**src/rtl/victim_pkg.sv**
```systemverilog
package victim_pkg;

  // Decisions from the control half, consumed by the datapath half.
  typedef struct packed {
    logic accept;     // an access was taken this cycle
    logic isHit;      // enabled-way hit for the counters
    logic loadForce;  // record management way as forced victim
    logic clearPend;  // normal access consumes a pending override
    logic fillForce;  // fill served by the forced way
    logic fillRot;    // fill served by the rotation search
    logic noWay;      // fill requested with no enabled way
  } ctrlStrobes_t;

endpackage

```
**src/rtl/cvs_ctrl.sv**
```systemverilog
module cvs_ctrl
  import victim_pkg::*;
#(
  parameter int WAYS = 4,
  localparam int WAYW = $clog2(WAYS)
) (
  input  logic            clk,
  input  logic            rstN,
  input  logic            accValid,
  input  logic            accMgmt,
  input  logic [WAYW-1:0] mgmtWay,
  input  logic [WAYS-1:0] wayEnable,
  input  logic [WAYS-1:0] hitVec,
  input  logic            fillNeed,
  input  logic            pendingQ,
  input  logic            forceOk,
  output ctrlStrobes_t    strb
);

  logic [WAYS-1:0] maskedHit;
  logic            anyEnabled;
  logic            mgmtTargetOn;
  logic            wantFill;
  logic            forceUsable;

  // Per-way masking of the tag-compare result.
  for (genvar w = 0; w < WAYS; w++) begin : g_hitMask
    assign maskedHit[w] = hitVec[w] & wayEnable[w];
  end

  assign anyEnabled   = |wayEnable;
  assign mgmtTargetOn = (int'(mgmtWay) < WAYS) && wayEnable[mgmtWay];
  assign wantFill     = accValid && !accMgmt && fillNeed;
  assign forceUsable  = pendingQ && forceOk;

  always_comb begin
    strb           = '0;
    strb.accept    = accValid;
    strb.isHit     = |maskedHit;
    strb.loadForce = accValid && accMgmt && mgmtTargetOn;
    strb.clearPend = accValid && !accMgmt && pendingQ;
    strb.noWay     = wantFill && !anyEnabled;
    strb.fillForce = wantFill && anyEnabled && forceUsable;
    strb.fillRot   = wantFill && anyEnabled && !forceUsable;
  end

  // At most one way of serving a fill request is chosen.
  p_fill_exclusive_r8: assert property (@(posedge clk) disable iff (!rstN)
    $onehot0({strb.fillForce, strb.fillRot, strb.noWay}));

  // Management accesses never produce a fill strobe.
  p_mgmt_no_fill_r10: assert property (@(posedge clk) disable iff (!rstN)
    (accValid && accMgmt) |-> !(strb.fillForce || strb.fillRot || strb.noWay));

endmodule

```
**src/rtl/cvs_datapath.sv**
```systemverilog
module cvs_datapath
  import victim_pkg::*;
#(
  parameter int WAYS = 4,
  localparam int WAYW = $clog2(WAYS)
) (
  input  logic            clk,
  input  logic            rstN,
  input  ctrlStrobes_t    strb,
  input  logic [WAYW-1:0] mgmtWay,
  input  logic [WAYS-1:0] wayEnable,
  output logic            pendingQ,
  output logic            forceOk,
  output logic            victimValid,
  output logic [WAYW-1:0] victimWay,
  output logic            hitPulse,
  output logic            missPulse,
  output logic            noWayErr
);

  localparam logic [WAYW-1:0] LAST_WAY = WAYW'(WAYS - 1);

  logic [WAYW-1:0] rotPtr;
  logic [WAYW-1:0] forceWay;
  logic [WAYW-1:0] rotPick;

  assign forceOk = wayEnable[forceWay];

  // Rotation search: first enabled way strictly after rotPtr, wrapping.
  // Scanning from the far end lets the nearest candidate win.
  always_comb begin
    rotPick = rotPtr;
    for (int step = WAYS; step >= 1; step--) begin
      int idx;
      idx = int'(rotPtr) + step;
      if (idx >= WAYS) idx = idx - WAYS;
      if (wayEnable[idx]) rotPick = idx[WAYW-1:0];
    end
  end

  // Replacement state.
  always_ff @(posedge clk) begin
    if (!rstN) begin
      rotPtr   <= LAST_WAY;
      forceWay <= '0;
      pendingQ <= 1'b0;
    end else begin
      if (strb.loadForce) begin
        forceWay <= mgmtWay;
        pendingQ <= 1'b1;
      end else if (strb.clearPend) begin
        pendingQ <= 1'b0;
      end
      if (strb.fillRot) rotPtr <= rotPick;
    end
  end

  // Registered results.
  always_ff @(posedge clk) begin
    if (!rstN) begin
      victimValid <= 1'b0;
      victimWay   <= '0;
      hitPulse    <= 1'b0;
      missPulse   <= 1'b0;
      noWayErr    <= 1'b0;
    end else begin
      victimValid <= strb.fillForce || strb.fillRot;
      if (strb.fillForce)    victimWay <= forceWay;
      else if (strb.fillRot) victimWay <= rotPick;
      hitPulse  <= strb.accept && strb.isHit;
      missPulse <= strb.accept && !strb.isHit;
      noWayErr  <= strb.noWay;
    end
  end

  // management to an enabled way raises the pending flag.
  p_force_load_r1: assert property (@(posedge clk) disable iff (!rstN)
    strb.loadForce |=> pendingQ);

  // a normal access drops the pending flag, hit or miss.
  p_force_consumed_r2: assert property (@(posedge clk) disable iff (!rstN)
    (strb.clearPend && !strb.loadForce) |=> !pendingQ);

  // an access that neither loads nor consumes leaves the flag alone.
  p_pending_stable_r5: assert property (@(posedge clk) disable iff (!rstN)
    (!strb.loadForce && !strb.clearPend) |=> $stable(pendingQ) && $stable(forceWay));

  // exactly one counter pulse per access, none without an access.
  p_one_pulse_r4: assert property (@(posedge clk) disable iff (!rstN)
    strb.accept |=> (hitPulse != missPulse));
  p_no_pulse_r4: assert property (@(posedge clk) disable iff (!rstN)
    !strb.accept |=> !hitPulse && !missPulse);

  // a forced fill leaves the rotation pointer where it was.
  p_force_keeps_ptr_r7: assert property (@(posedge clk) disable iff (!rstN)
    strb.fillForce |=> $stable(rotPtr));

  // error flag is a single-cycle pulse and excludes a victim.
  p_err_no_victim_r8: assert property (@(posedge clk) disable iff (!rstN)
    noWayErr |-> !victimValid);

  // the reported victim was enabled when chosen.
  p_victim_enabled_r9: assert property (@(posedge clk) disable iff (!rstN)
    victimValid |-> ((($past(wayEnable) >> victimWay) & WAYS'(1)) != '0));

endmodule

```
**src/rtl/cache_victim_sel.sv**
```systemverilog
module cache_victim_sel
  import victim_pkg::*;
#(
  parameter int WAYS = 4,
  localparam int WAYW = $clog2(WAYS)
) (
  input  logic            clk,
  input  logic            rstN,
  input  logic            accValid,
  input  logic            accMgmt,
  input  logic [WAYW-1:0] mgmtWay,
  input  logic [WAYS-1:0] wayEnable,
  input  logic [WAYS-1:0] hitVec,
  input  logic            fillNeed,
  output logic            victimValid,
  output logic [WAYW-1:0] victimWay,
  output logic            hitPulse,
  output logic            missPulse,
  output logic            overridePending,
  output logic            noWayErr
);

  ctrlStrobes_t strb;
  logic         pendingQ;
  logic         forceOk;

  cvs_ctrl #(.WAYS(WAYS)) u_ctrl (
    .clk       (clk),
    .rstN      (rstN),
    .accValid  (accValid),
    .accMgmt   (accMgmt),
    .mgmtWay   (mgmtWay),
    .wayEnable (wayEnable),
    .hitVec    (hitVec),
    .fillNeed  (fillNeed),
    .pendingQ  (pendingQ),
    .forceOk   (forceOk),
    .strb      (strb)
  );

  cvs_datapath #(.WAYS(WAYS)) u_dp (
    .clk         (clk),
    .rstN        (rstN),
    .strb        (strb),
    .mgmtWay     (mgmtWay),
    .wayEnable   (wayEnable),
    .pendingQ    (pendingQ),
    .forceOk     (forceOk),
    .victimValid (victimValid),
    .victimWay   (victimWay),
    .hitPulse    (hitPulse),
    .missPulse   (missPulse),
    .noWayErr    (noWayErr)
  );

  assign overridePending = pendingQ;

  // a management access is never followed by a victim strobe.
  p_mgmt_no_victim_r10: assert property (@(posedge clk) disable iff (!rstN)
    (accValid && accMgmt) |=> !victimValid);

endmodule

```
**config.mk**
```make
export PLATFORM = sky130hd
export DESIGN_NAME = cache_victim_sel
export DESIGN_NICKNAME = d
export VERILOG_FILES = /design/src/rtl/victim_pkg.sv /design/src/rtl/cvs_ctrl.sv /design/src/rtl/cvs_datapath.sv /design/src/rtl/cache_victim_sel.sv
export SDC_FILE = /design/constraint.sdc
export NUM_CORES = 1
export LEC_CHECK = 0
export BUFFER_PORTS_ARGS = -buffer_cell sky130_fd_sc_hd__buf_2
export CAP_MARGIN = 20
export CORE_AREA = 3 3 40 42
export CTS_BUF_LIST = sky130_fd_sc_hd__clkbuf_4 sky130_fd_sc_hd__clkbuf_8
export CTS_CLUSTER_SIZE = 8
export DETAILED_ROUTE_END_ITERATION = 8
export DIE_AREA = 0 0 43 45
export HOLD_SLACK_MARGIN = 0.08
export PLACE_DENSITY_LB_ADDON = 0.1
export SLEW_MARGIN = 20
export SYNTH_ARGS = -nofsm -noshare
export SYNTH_HDL_FRONTEND = slang
export SYNTH_SLANG_ARGS = --single-unit
```
**constraint.sdc**
```tcl
create_clock -name clk -period 2.7 [get_ports clk]
set_input_delay 0.135 -clock clk [delete_from_list [all_inputs] [get_ports clk]]
set_output_delay 0.135 -clock clk [all_outputs]
set_load 0.005 [all_outputs]
```
==> results of run 1 <==
## metrics by stage
stage	util	total power (µW)	hold WS (ns)
floorplan	-	220.5	0.2109
global placement	0.5833	242.7	0.3896
detailed placement	0.5833	242.9	0.3890
CTS	0.6066	366.4	0.1014
global route	0.6066	385.0	0.1101
finish	0.6066	362.1	0.1067
## cells in the mapped netlist (2+ instances only)
library cell  instances  area (µm²)
nor2b_1               3       18.77
buf_2                 3       15.01
dfxtp_1              11       220.2
a22oi_1               3       22.52
nand2_1               6       22.52
inv_1                 5       18.77
and2b_1               2       15.01
a21oi_1               5       25.02
nor3b_1               4       30.03
nor2_1                7       26.28
a211o_1               2       17.52
o21ai_0               5       25.02
clkbuf_1              2       7.510
mux2i_1               6       60.06
## registers in the layout (all words and copies together) (netlist names)
register	cells
u_dp.hitPulse	1
u_dp.forceWay	2
u_dp.rotPtr	2
u_dp.pendingQ	1
u_dp.missPulse	1
u_dp.victimWay	2
u_dp.noWayErr	1
u_dp.victimValid	1
## worst min path at each step
stage,endpoint,from
floorplan,u_dp.noWayErr$_SDFF_PN0_,accMgmt
global route,u_dp.rotPtr[1]$_SDFFE_PN1P_,rstN
global placement,u_dp.noWayErr$_SDFF_PN0_,accMgmt
CTS,u_dp.noWayErr$_SDFF_PN0_,accMgmt
finish,u_dp.noWayErr$_SDFF_PN0_,accMgmt
detailed placement,u_dp.noWayErr$_SDFF_PN0_,accMgmt
## where the power goes
| group | total (µW) | internal (µW) | switching, µW |
|---|---|---|---|
| sequential | 175 | 169 | 5.98 |
| clock | 123 | 67.4 | 55.5 |
| combinational | 64.2 | 30.6 | 33.6 |
| total | 362 | 267 | 95.0 |
## cell type report
type,count,area (µm²),share of cell area
clock buffer,4,30.03,0.03852
sequential,11,220.2,0.2825
timing repair buffer,21,105.1,0.1348
multi-input combinational,57,382.9,0.4912
tap,15,18.77,0.02408
inverter,6,22.52,0.02889
## cell families after synthesis
group                  count (synthesis)  share of synthesized area
flip-flops                            11                     0.3398
multiplexers                           6                    0.09267
AND/OR/NAND/NOR                       29                     0.2799
buffers and inverters                 11                    0.06949
AO/OA/AOI/OAI                         22                     0.2182
## layout by cell type (no fill, tap or decap), drive strengths merged, types with 4 or more instances in the layout
cell / Yosys / final
mux2i: 6 / 6
nor2: 7 / 7
a21oi: 5 / 5
buf: 3 / 21
nand2: 6 / 6
o21ai: 5 / 5
inv: 6 / 6
clkbuf: 2 / 4
dfxtp: 11 / 11
nor3b: 4 / 4
## per-layer routing
| metal | track usage | up-vias |
|---|---|---|
| met1 | 0.2082 | 261 |
| met2 | 0.2096 | 23 |
| li1 | - | 322 |
| met4 | 0.1265 | 0 |
| met5 | 0 | - |
| met3 | 0.02789 | 5 |
## critical path: stages (launching register included)
cell,delay [ns]
dfxtp_1,0.43
mux2i_1,0.23
nor3b_1,0.10
or3b_1,0.40
or4_1,0.47
nand3_1,0.09
==> out/results.tsv, run 1 <==
metric	value	unit
status	finished, final reports clean	
endpoint class of the critical path	register	
synth warn	0	
Yosys reg bits	11	
critical path startpoint	u_dp.forceWay[1]$_SDFFE_PN0P_	
post-synthesis sequential area ratio	0.3398	
CTS tree	yes	
Cell Pwr Density	464.5	nW/µm²
first-pass GRT wire length	2180	µm
CTS H-tree depth	1	
hold-critical path depth	2	
Final Hold Fails	0	
clock buffer count from CTS	3	
Worst VDD drop	0.2410	mV
P&R area growth vs syn	20.27	%
CP required	2.92	ns
number of diodes	0	
Iter 0 DRT Violations	7	
GRT Total Usage	0.1535	
setup TNS	0	ns
DP Area	749.5	µm²
post-DR wirelength/cell	11.54	µm
RR Endpoint	u_dp.rotPtr[0]$_SDFFE_PN1P_	
Initial DRT Pass Iterations	4	
Worst-path clk slew	0.07	ns
CP endpoint	u_dp.rotPtr[0]$_SDFFE_PN1P_	
crit path DAT	1.99	ns
fin cells	114	
DR top layer	met4	
Final WS setup	0.9268	ns
crit start category	register	
Yosys cell types	29	
Final period util	0.6568	
largest net degree at the start of global routing	11	
cts hold-fix bufs	0	
# resized after CTS	0	
Place WS	0.9469	ns
filler instances	120	
Leak	0.0003749	µW
Row Count	13	
synthesized area	648.1	µm²
ys async rst share	0	
# Post-CTS Setup Buffers	0	
DIE AREA	1935	µm²
CTS sink cnt	11	
Clk Latency, worst-skew pair	0.27	ns
Placer Congestion	0.8761	
Slew Viols, Final	0	
launching point of the worst reg2reg path	u_dp.forceWay[1]$_SDFFE_PN0P_	
FF-to-FF setup slack	0.93	ns
drc violations	0	
Crit Path Class	register to register	
HP Class	input pin to register	
Die Y	45	µm
routed via count	611	
Clock Skews	0.002026	ns
initial antenna violation count	0	
chip width	43	µm
Worst-Margin Slew	0.3788	ns
HPWL after DPL	978.1	µm
IO buf count	21	
RSZ-0062 raised after global routing	no	
met3 routed WL	113	µm
io pins	22	
Worst R2R Path Depth	5	
Primary FF master, synth	dfxtp_1	
Initial Util	0.5044	
maximum fanout along the worst path	4	
placed insts	110	
slew margin rel.	0.7448	
metal2 WL	542	µm
vias per cell	5.360	
number of global-route vias before repair	517	
grt total ovfl	0	
syn_nets	94	
Final ANT Viol Nets	0	
DRT Wirelength	1316	µm
Fmax achieved	563.9	MHz
Core Area	1285	µm²
CTS Buffer Depth	2	
Metal-1 WL	616	µm
nets	115	
Post-synth EDFFs	0	
syn avg cell area	8.204	µm²
Max-Cap Viols	0	
post-synthesis instance total	79	
Root Driver	clkbuf_4	
layout cells sized above 1	0.2929	
post-route minimum period	1.773	ns
setup violators final	0	
post-route design area	779.5	µm²
No activity file was read; power rests on OpenSTA's default activity.
==> inputs of run 2 (changes only) <==
--- a/config.mk
+++ b/config.mk
@@ -7,11 +7,11 @@
 export LEC_CHECK = 0
 export BUFFER_PORTS_ARGS = -buffer_cell sky130_fd_sc_hd__buf_2
 export CAP_MARGIN = 20
-export CORE_AREA = 3 3 40 42
+export CORE_MARGIN = 3
+export CORE_UTILIZATION = 50
 export CTS_BUF_LIST = sky130_fd_sc_hd__clkbuf_4 sky130_fd_sc_hd__clkbuf_8
 export CTS_CLUSTER_SIZE = 8
 export DETAILED_ROUTE_END_ITERATION = 8
-export DIE_AREA = 0 0 43 45
 export HOLD_SLACK_MARGIN = 0.08
 export PLACE_DENSITY_LB_ADDON = 0.1
 export SLEW_MARGIN = 20
==> constraint.sdc (replaced) <==
create_clock -name clk -period 1.75 [get_ports clk]
set_input_delay 0.0875 -clock clk [delete_from_list [all_inputs] [get_ports clk]]
set_output_delay 0.0875 -clock clk [all_outputs]
set_load 0.005 [all_outputs]
==> out/results.tsv, run 2 (synthesis results as in run 1) <==
metric	value	unit	change
io pins	22		unchanged
Final WS setup	0.07861	ns	-0.8481 ns
vias per cell	5.263		-1.8%
status	finished, final reports clean		
layout cells sized above 1	0.3173		+0.02438
IO buf count	21		unchanged
P&R area growth vs syn	27.61	%	
crit-path max cell delay	0.46	ns	about the same
Clock Skews	0.001538	ns	-0.0004877 ns
endpoint class of the critical path	register		
hold slack	0.09025	ns	-0.01650 ns
slew margin rel.	0.7194		-0.02541
number of diodes	0		unchanged
Crit Path Class	register to register		
Final ANT Viol Nets	0		unchanged
Iter 0 DRT Violations	9		+2
post-DR wirelength/cell	12.48	µm	+8.1%
initial antenna violation count	0		unchanged
Die Y	42.01	µm	-6.7%
Worst VDD drop	0.5718	mV	+140%
crit path DAT	1.89	ns	-0.10 ns
maximum fanout along the worst path	4		unchanged
DIE AREA	1764	µm²	-8.8%
DRT Wirelength	1473	µm	+12%
drc violations	0		unchanged
commonest non-fill, non-tap cell in the layout	buf_2		
Initial DRT Pass Iterations	4		unchanged
Core Area	1156	µm²	-10%
Worst-Margin Slew	0.4175	ns	+0.03864 ns
Leak	0.0003991	µW	+6.5%
RSZ-0062 raised after global routing	no		
setup TNS	0	ns	unchanged
HPWL after DPL	1078	µm	+10%
Root Driver	clkbuf_4		
largest net degree at the start of global routing	11		unchanged
CP required	1.97	ns	-0.95 ns
chip width	42.01	µm	-2.3%
CP max stage cell	or4_1		
commonest non-fill, non-tap cells in the layout	buf_2 (21), dfxtp_1 (10), nor2_1 (7)		
setup violators final	0		unchanged
Placer Congestion	0.8778		+0.19%
Largest regs	u_dp.forceWay: 2 flops, u_dp.rotPtr: 2 flops, u_dp.victimWay: 2 flops		
GRT Total Usage	0.1770		+0.02359
crit-path cells	mux2i_1 > nor2_1 > or3b_1 > or4_1 > nand3_1		
CTS sink cnt	11		unchanged
Cell Pwr Density	671.1	nW/µm²	+44%
Fmax achieved	598.3	MHz	+6.1%
nets	120		+4.3%
HP Class	input pin to register		
first-pass GRT wire length	2380	µm	+9.2%
CTS Buffer Depth	2		unchanged
Row Count	12		-1
CTS H-tree depth	1		unchanged
routed via count	621		+1.6%
number of global-route vias before repair	565		+9.3%
CTS tree	yes		
CP Buf/Inv Count	0		unchanged
crit start category	register		
Clk Latency, worst-skew pair	0.27	ns	about the same
Max-Cap Viols	0		unchanged
grt total ovfl	0		unchanged
Worst-path clk slew	0.07	ns	about the same
Final Hold Fails	0		unchanged
clock buffer count from CTS	3		unchanged
Top delay family on crit path	simple AND/OR/NAND/NOR gates		
Place WS	0.04013	ns	-0.9067 ns
Slew Viols, Final	0		unchanged
Final period util	0.9551		+0.2983
Initial Util	0.5606		+0.05622
post-route minimum period	1.671	ns	-0.1019 ns
[run 2: changes by cell type in the layout (fill, tap and decap cells not counted), sizes merged]
| cell | change |
|---|---|
| dlygate4sd3 | +3 |
| clkbuf | -1 |
| clkinv | +1 |
| buf | +2 |
[run 2: timing repair]
item / 4_1_cts / 5_1_grt
hold buffers: 3 / 0
resized for setup: 0 / 2
endpoints found under the hold margin: 5 / 0
buffers inserted: 0 / 0
endpoints found under the setup margin: 0 / 1
[run 2: cell type report]
type / count / area, µm²
clock inverter: 1 / 5.005
fill: 96 / 329.1
multi-input combinational: 57 / 387.9
timing repair buffer: 26 / 150.1
tap: 14 / 17.52
sequential: 11 / 221.5
inverter: 6 / 22.52
clock buffer: 3 / 22.52
[run 2: worst reg2reg max path: cells and delay by family, from the launching register on]
kind / cells / cell delay, ns
and+or+nand+nor: 4 / 1.03
DFF: 1 / 0.37
muxes: 1 / 0.22
[run 2: layer usage]
metal | up-vias | share of wire | global-route usage
li1 | 328 | - | -
met1 | 276 | 0.46 | 0.2178
met2 | 15 | 0.47 | 0.2901
met3 | 2 | 0.058 | 0.05579
met4 | 0 | 0.015 | 0.05769
met5 | - | 0 | 0
[run 2: power by group]
| part | switching [µW] | internal, µW | total [µW] |
|---|---|---|---|
| clock network | 89.8 | 84.8 | 175 |
| registers | 9.28 | 261 | 270 |
| logic | 55.8 | 54.3 | 110 |
| total | 155 | 400 | 555 |
[run 2: final timing paths]
check,startpoint,end,slack [ns],cells after the start
hold reg to reg,u_dp.pendingQ$_SDFFE_PN0P_,u_dp.pendingQ$_SDFFE_PN0P_,0.53,2
setup / recovery,u_dp.forceWay[1]$_SDFFE_PN0P_,u_dp.rotPtr[0]$_SDFFE_PN1P_,0.08,5
setup reg to reg,u_dp.forceWay[1]$_SDFFE_PN0P_,u_dp.rotPtr[0]$_SDFFE_PN1P_,0.08,5
hold / removal,hitVec[3],u_dp.missPulse$_SDFF_PN0_,0.09,4
[run 2: metrics by stage]
step / power, µW / utilization / cells / cell area [µm²]
final: 555.1 / 0.7154 / 118 / 827.0
after global routing: 589.3 / 0.7154 / 118 / 827.0
after detailed placement: 378.9 / 0.6602 / 111 / 763.2
after CTS: 559.4 / 0.7100 / 118 / 820.8
after floorplan: 340.2 / - / 79 / 648.1
after global placement: 377.0 / 0.6602 / 111 / 763.2
